--- src/rtl/burst_colgen_pkg.sv ---
package burst_colgen_pkg;
  typedef struct packed {
    logic load;
    logic step;
  } colgen_stb_t;

  typedef enum logic {ST_IDLE = 1'b0, ST_RUN = 1'b1} colgen_state_t;
endpackage

--- src/rtl/burst_colgen_dp.sv ---
module burst_colgen_dp
  import burst_colgen_pkg::*;
#(
  parameter int COL_W = 10,
  parameter int LEN_W = 3
) (
  input  logic             clk,
  input  logic             rstN,
  input  colgen_stb_t      stb,
  input  logic [COL_W-1:0] startCol,
  input  logic [LEN_W-1:0] lenSel,
  input  logic             interleaveReq,
  output logic [COL_W-1:0] colOut,
  output logic             isFinal,
  output logic             errFlag
);
  localparam logic [LEN_W-1:0] FULL_CODE = LEN_W'(4);

  logic [COL_W-1:0] baseCol, offMask, beatCnt;
  logic [COL_W-1:0] offSeq, offIl;
  logic             ilMode, fullMode;
  logic             reqFull;
  logic [COL_W-1:0] newMask;

  always_comb begin
    reqFull = (lenSel >= FULL_CODE);
    if (reqFull) newMask = '1;
    else         newMask = COL_W'((1 << lenSel) - 1);
  end

  always_ff @(posedge clk or negedge rstN) begin
    if (!rstN) begin
      baseCol  <= '0;
      offMask  <= '0;
      beatCnt  <= '0;
      ilMode   <= 1'b0;
      fullMode <= 1'b0;
      errFlag  <= 1'b0;
    end else if (stb.load) begin
      baseCol  <= startCol;
      offMask  <= newMask;
      beatCnt  <= '0;
      ilMode   <= interleaveReq && !reqFull;
      fullMode <= reqFull;
      errFlag  <= interleaveReq && reqFull;
    end else if (stb.step) begin
      beatCnt  <= beatCnt + 1'b1;
    end
  end

  always_comb begin
    offSeq  = baseCol + beatCnt;
    offIl   = baseCol ^ beatCnt;
    colOut  = (baseCol & ~offMask) | ((ilMode ? offIl : offSeq) & offMask);
    isFinal = !fullMode && (beatCnt == offMask);
  end

  assert_load_col_R1: assert property (@(posedge clk) disable iff (!rstN)
    stb.load |=> colOut == $past(startCol));
  assert_block_hold_R3: assert property (@(posedge clk) disable iff (!rstN)
    (stb.step && !fullMode) |=> (colOut & ~offMask) == $past(colOut & ~offMask));
  assert_full_inc_R7: assert property (@(posedge clk) disable iff (!rstN)
    (stb.step && fullMode) |=> colOut == $past(colOut) + 1'b1);
  assert_err_seq_R8: assert property (@(posedge clk) disable iff (!rstN)
    errFlag |-> (fullMode && !ilMode));
endmodule

--- src/rtl/burst_colgen_ctrl.sv ---
module burst_colgen_ctrl
  import burst_colgen_pkg::*;
(
  input  logic        clk,
  input  logic        rstN,
  input  logic        startPulse,
  input  logic        advance,
  input  logic        terminate,
  input  logic        isFinal,
  output colgen_stb_t stb,
  output logic        active,
  output logic        lastBeat
);
  colgen_state_t state, stateNext;

  always_comb begin
    stateNext = state;
    if (startPulse) stateNext = ST_RUN;
    else if (state == ST_RUN && (terminate || (advance && isFinal)))
      stateNext = ST_IDLE;
  end

  always_ff @(posedge clk or negedge rstN) begin
    if (!rstN) state <= ST_IDLE;
    else       state <= stateNext;
  end

  always_comb begin
    active   = (state == ST_RUN);
    stb.load = startPulse;
    stb.step = active && advance && !startPulse;
    lastBeat = active && isFinal;
  end

  assert_start_run_R1: assert property (@(posedge clk) disable iff (!rstN)
    startPulse |=> active);
  assert_final_end_R9: assert property (@(posedge clk) disable iff (!rstN)
    (active && advance && isFinal && !startPulse) |=> !active);
  assert_term_end_R10: assert property (@(posedge clk) disable iff (!rstN)
    (active && terminate && !startPulse) |=> !active);
  assert_idle_stays_R2: assert property (@(posedge clk) disable iff (!rstN)
    (!active && !startPulse) |=> !active);
endmodule

--- src/rtl/burst_colgen.sv ---
module burst_colgen
  import burst_colgen_pkg::*;
#(
  parameter int COL_W = 10,
  parameter int LEN_W = 3
) (
  input  logic             clk,
  input  logic             rstN,
  input  logic             startPulse,
  input  logic [COL_W-1:0] startCol,
  input  logic [LEN_W-1:0] lenSel,
  input  logic             interleaved,
  input  logic             advance,
  input  logic             terminate,
  output logic [COL_W-1:0] colOut,
  output logic             colValid,
  output logic             lastBeat,
  output logic             modeError
);
  colgen_stb_t stb;
  logic        isFinal, active, errFlag;

  burst_colgen_ctrl ctrl_i (
    .clk(clk), .rstN(rstN), .startPulse(startPulse), .advance(advance),
    .terminate(terminate), .isFinal(isFinal), .stb(stb), .active(active),
    .lastBeat(lastBeat)
  );

  burst_colgen_dp #(.COL_W(COL_W), .LEN_W(LEN_W)) dp_i (
    .clk(clk), .rstN(rstN), .stb(stb), .startCol(startCol), .lenSel(lenSel),
    .interleaveReq(interleaved), .colOut(colOut), .isFinal(isFinal),
    .errFlag(errFlag)
  );

  assign colValid  = active;
  assign modeError = active && errFlag;

  assert_last_needs_valid_R9: assert property (@(posedge clk) disable iff (!rstN)
    lastBeat |-> colValid);
endmodule

--- config.mk ---
export PLATFORM = sky130hd
export DESIGN_NAME = burst_colgen
export DESIGN_NICKNAME = d
export VERILOG_FILES = /design/src/rtl/burst_colgen_pkg.sv /design/src/rtl/burst_colgen_dp.sv /design/src/rtl/burst_colgen_ctrl.sv /design/src/rtl/burst_colgen.sv
export SDC_FILE = /design/constraint.sdc
export NUM_CORES = 1
export LEC_CHECK = 0
export BUFFER_PORTS_ARGS = -buffer_cell sky130_fd_sc_hd__buf_2
export CAP_MARGIN = 20
export CELL_PAD_IN_SITES_DETAIL_PLACEMENT = 0
export CELL_PAD_IN_SITES_GLOBAL_PLACEMENT = 1
export CORE_ASPECT_RATIO = 0.8
export CORE_MARGIN = 3
export CORE_UTILIZATION = 35
export CTS_BUF_LIST = sky130_fd_sc_hd__clkbuf_16
export CTS_CLUSTER_DIAMETER = 100
export DETAILED_ROUTE_END_ITERATION = 16
export HOLD_SLACK_MARGIN = 0.1
export PLACE_DENSITY_LB_ADDON = 0.1
export SYNTH_ARGS = -nofsm -noshare
export SYNTH_HDL_FRONTEND = slang
export SYNTH_SLANG_ARGS = --single-unit
--- constraint.sdc ---
create_clock -name clk -period 7.9 [get_ports clk]
set_clock_uncertainty 0.2 [all_clocks]
set_input_delay 2.37 -clock clk [delete_from_list [all_inputs] [get_ports clk]]
set_output_delay 2.37 -clock clk [all_outputs]
set_load 0.02 [all_outputs]
### Word level (Yosys, flattened, before mapping)

Cells that the tools add are included.

| word-level totals | value |
|---|---|
| flip-flop bits (word level) | 34 |
| output and inout port bits | 13 |
| logic and storage cells | 39 |

| operators by class | value |
|---|---|
| add/sub/neg operators | 3 |
| $lt $le $gt $ge | 1 |
| equal/unequal tests | 1 |
| shift-type cells | 1 |
| multiplexer cells | 6 |
| bitwise operators | 5 |
| reduce and logical (&&, ||, !) cells | 15 |

Operators by type and width:

| cell | count |
|---|---|
| two-way mux 10 bit | 4 |
| bitwise AND 10 bit | 2 |
| adder 10 x 1 -> 10 bit, second input constant | 1 |
| adder 10 bit | 1 |
| == test 10 bit | 1 |
| NOT 10 bit | 1 |
| OR 10 bit | 1 |
| << shifter 1 x 3 -> 10 bit, first input constant | 1 |
| subtractor 10 x 2 -> 10 bit, second input constant | 1 |
| XOR 10 bit | 1 |
| logical AND 1 bit | 9 |
| nonzero test 2 bit | 2 |
| greater-or-equal comparator 3 bit, second input constant | 1 |
| logical NOT 1 bit | 3 |
| two-way mux 1 bit | 2 |
| logical OR 1 bit | 1 |

### Longest topological paths before layout

| depth | value |
|---|---|
| depth in word-level cells | 7 |
| mapped depth | 7 |

### By module

Synthesis repeated with hierarchy kept, for this count alone.

| unflattened totals | value |
|---|---|
| cell total of the unflattened synthesis | 213 |
| area total of the unflattened synthesis | 2,053.2 um^2 |

By module, submodules not included:

| module | instances | cells an instance | area an instance (um^2) |
|---|---|---|---|
| burst_colgen_dp | 1 | 204 | 1,984.4 |
| burst_colgen_ctrl | 1 | 8 | 62.6 |
| burst_colgen | 1 | 1 | 6.3 |

### Worst setup path before layout

OpenSTA, ideal clock, no wires.

| timing path | value |
|---|---|
| path type | register to output |
| start | reg dp_i.beatCnt[0] |
| end | out colOut[8] |
| arrival | 2.305 ns |
| required time | 5.330 ns |
| setup slack | 3.025 ns |
| stages on the path, launching flop included | 8 |
| buffers on the path | 0 |
| path through | dfrtp_1 -> ha_1 -> fa_1 -> a21oi_1 -> o211ai_2 -> a2111oi_1 -> o31ai_1 -> a31oi_1 |

| on the way | value |
|---|---|
| longest elaborated chain between the ends | 4 |

RTL lines:

| item | RTL line | RTL |
|---|---|---|
| from (decl) | burst_colgen_dp.sv:19 | `logic [COL_W-1:0] baseCol, offMask, beatCnt;` |
| from (signal assigned) | burst_colgen_dp.sv:47 | `beatCnt <= beatCnt + 1'b1;` |
| adder 10 bit | burst_colgen_dp.sv:52 | `offSeq = baseCol + beatCnt;` |
| two-way mux 10 bit | burst_colgen_dp.sv:54 | `colOut = (baseCol & ~offMask) \| ((ilMode ? offIl : offSeq) & offMask);` |
| bitwise AND 10 bit | burst_colgen_dp.sv:54 |  |
| OR 10 bit | burst_colgen_dp.sv:54 |  |
| to (decl) | burst_colgen.sv:15 | `output logic [COL_W-1:0] colOut,` |

Every way passes these cells.

### Final worst setup path

Same ends and word-level chain as after synthesis.

==> run summary <==
leak pwr - 1.09 nW
Reg clk slew, reported paths - 0.05 ns
port bufs - 31
Synth area leader - dfrtp_1
proportion of power drawn by combinational gates - 0.180
num rows - 24
worst reg-to-reg path cell count - 5
Critical Path AT - 2.65 ns
Worst-Skew Late Latency - 0.28 ns
sw power - 0.000132 W
Synth Instances - 219
TritonCTS clock tree - built
CP endpoint kind - output port
largest net degree at the start of global routing - 42
gpl congestion - 0.817
crit start category - flip-flop
io pins - 32
WHS Path Cells - 2
filler cell count - 547
core area - 5560 sq um
most common cell after layout, fill and taps aside - dfrtp_1
die area - 6830 sq um
Fmax achieved - 192 MHz
maximum clock path buffer count - 2
Tmin final - 5.22 ns
cell area after synthesis - 2060 sq um
share of the synthesized area in the top cell type - 0.414
Yosys cell types - 38
Slew @ Worst Pin - 0.795 ns
Reg2Reg Setup Slack - 6.02 ns
worst hold-check path type - flip-flop to flip-flop
share of cells above drive strength 1 - 0.210
initial antenna violation count - 0
grt met2 use - 0.203
PD cells - 193 nW/um^2
Max Transition Viols Final - 0
DR iter-0 viols - 42
Synth async-reset ratio - 1.00
hold path endpoint - dp_i.errFlag$_DFFE_PN0P_
Root Buffer - clkbuf_16
clock buffer count from CTS - 5
Crit Reg-Reg Endpoint - ctrl_i.active$_DFFE_PN0P_
YS warnings - 0
Hold Violations, Final - 0
Net Sw Frac - 0.281
Synth Area per Inst - 9.39 sq um
Resized cells post-CTS - 0
net count after synthesis - 250
drt pass-1 iters - 4
Yosys reg bits - 34
HP Start - dp_i.errFlag$_DFFE_PN0P_
DRT Wirelength - 4650 um
vias per inst - 4.86
H-tree depth - 2
starting density of the core - 0.370
Final #Nets - 283
global routing met3 resource utilization - 0.0394
Clock power frac - 0.391
GR Layer Usage met1 - 0.228
dominant cells by area after synthesis - dfrtp_1, xnor2_1, ha_1
status - finished, final reports clean
Worst slew margin - 0.470
antenna fix cells - 0
Synth-to-Final Area Change - 18.0%
final hold slack - 0.320 ns
hold_buf cts - 0
Tcrit/Tclk final - 0.661
Reg-to-Reg Start - dp_i.beatCnt[8]$_DFFE_PN0P_
data required time of the worst path - 5.33 ns
first-pass GRT wire length - 7870 um
drc violations - 0
Top Usage Layer GRT - met1
final number of setup-violating endpoints - 0
total track usage - 0.150
worst-path fanout max - 5
Seq/Total Area, Yosys - 0.414
RSZ-0062 raised after global routing - false
vias - 1603
Reg power frac - 0.429
Post-synth EDFFs - 0
DP Wirelength - 3440 um
die height - 74.5 um
internal power - 0.000337 W
most frequent cells in the layout - dfrtp_1, nor2_1, buf_2
Fin Setup TNS - 0 ns
# Post-CTS Setup Buffers - 0
ys flop type - dfrtp_1
total clock sinks - 34
Remaining Overflow, GRT - 0
number of global-route vias before repair - 1485
Die W - 91.7 um
post-DR wirelength/cell - 14.1 um
max cap viols - 0
critical path class - flip-flop to output port
antenna-violating nets left - 0
worst vdd ir - 0.0000751 V
-- flip-flops by register name (all words and copies together), names as in the netlist --
name / flops
dp_i.baseCol: 10
ctrl_i.active: 1
dp_i.beatCnt: 10
dp_i.ilMode: 1
dp_i.offMask: 10
dp_i.errFlag: 1
dp_i.fullMode: 1
-- how the worst max path moves through the flow --
stage / from / endpoint / cells past startpoint
2_1_floorplan: dp_i.beatCnt[0]$_DFFE_PN0P_ / colOut[8] / 7
3_3_place_gp: dp_i.beatCnt[0]$_DFFE_PN0P_ / colOut[8] / 8
3_5_place_dp: dp_i.beatCnt[0]$_DFFE_PN0P_ / colOut[8] / 8
4_1_cts: dp_i.beatCnt[0]$_DFFE_PN0P_ / colOut[8] / 8
5_1_grt: dp_i.beatCnt[0]$_DFFE_PN0P_ / colOut[8] / 8
6_report: dp_i.beatCnt[0]$_DFFE_PN0P_ / colOut[8] / 8
-- routing by layer --
layer	up-vias	wire, um
li1	833	-
met1	736	2520
met2	23	1880
met3	11	162
met4	0	78
met5	-	0
-- per-stage QoR --
step	setup WS [ns]	std cells	util	area [sq um]	total power (W)
4_1_cts	2.66	330	0.436	2420	0.000476
6_report	2.68	330	0.436	2420	0.000468
3_3_place_gp	2.99	323	0.412	2290	0.000289
3_5_place_dp	2.95	323	0.412	2290	0.000289
5_1_grt	2.49	330	0.436	2420	0.000496
2_1_floorplan	3.03	219	-	2060	0.000259
-- worst max-delay path: stages (launching register included) --
cell	delay [ns]
dfrtp_1	0.45
ha_1	0.28
fa_1	0.39
a21oi_1	0.21
o211ai_2	0.13
a2111oi_1	0.44
o31ai_1	0.13
a31oi_1	0.16
buf_2	0.18
-- cell usage after synthesis, types with 2 or more instances --
master,instances
dfrtp_1,34
nor2_1,31
xnor2_1,18
nand2_1,15
o21ai_0,12
a21oi_1,11
ha_1,11
mux2_2,11
inv_1,10
a31oi_1,6
and3_1,6
nand3_1,6
xor2_1,6
or3_1,4
and2_1,3
clkbuf_1,3
nand2b_1,3
nor2b_1,3
a31o_2,2
buf_1,2
nand4_1,2
o21bai_1,2
o31ai_1,2
or4_1,2
-- layout make-up --
class / instances / area, sq um / share of cell area
clock inverters: 2 / 10.0 / 0.00413
flip-flops and latches: 34 / 851 / 0.351
repair buffers: 31 / 155 / 0.0640
well taps: 78 / 97.6 / 0.0402
multi-input cells: 170 / 1150 / 0.474
clock buffers: 5 / 125 / 0.0516
inverters: 10 / 37.5 / 0.0155
-- power by group through the flow --
stage               clock network (W)  logic [W]  registers, W
global placement                    0  0.0000859      0.000204
CTS                          0.000189  0.0000861      0.000201
floorplan                           0  0.0000595      0.000199
finish                       0.000183  0.0000844      0.000201
detailed placement                  0  0.0000856      0.000204
global route                 0.000198  0.0000955      0.000203
-- cells by family (layout without fill, tap and decap cells) --
logic type,Yosys count,count (layout),share of synthesized area
AO/OA/AOI/OAI,43,43,0.132
AND/OR/NAND/NOR,79,79,0.183
multiplexers,12,12,0.0651
buffers and inverters,15,48,0.0274
adder cells (fa/ha/maj),12,12,0.0767
flip-flops,34,34,0.414
XOR/XNOR,24,24,0.102
(Power assumes the default switching activity.)
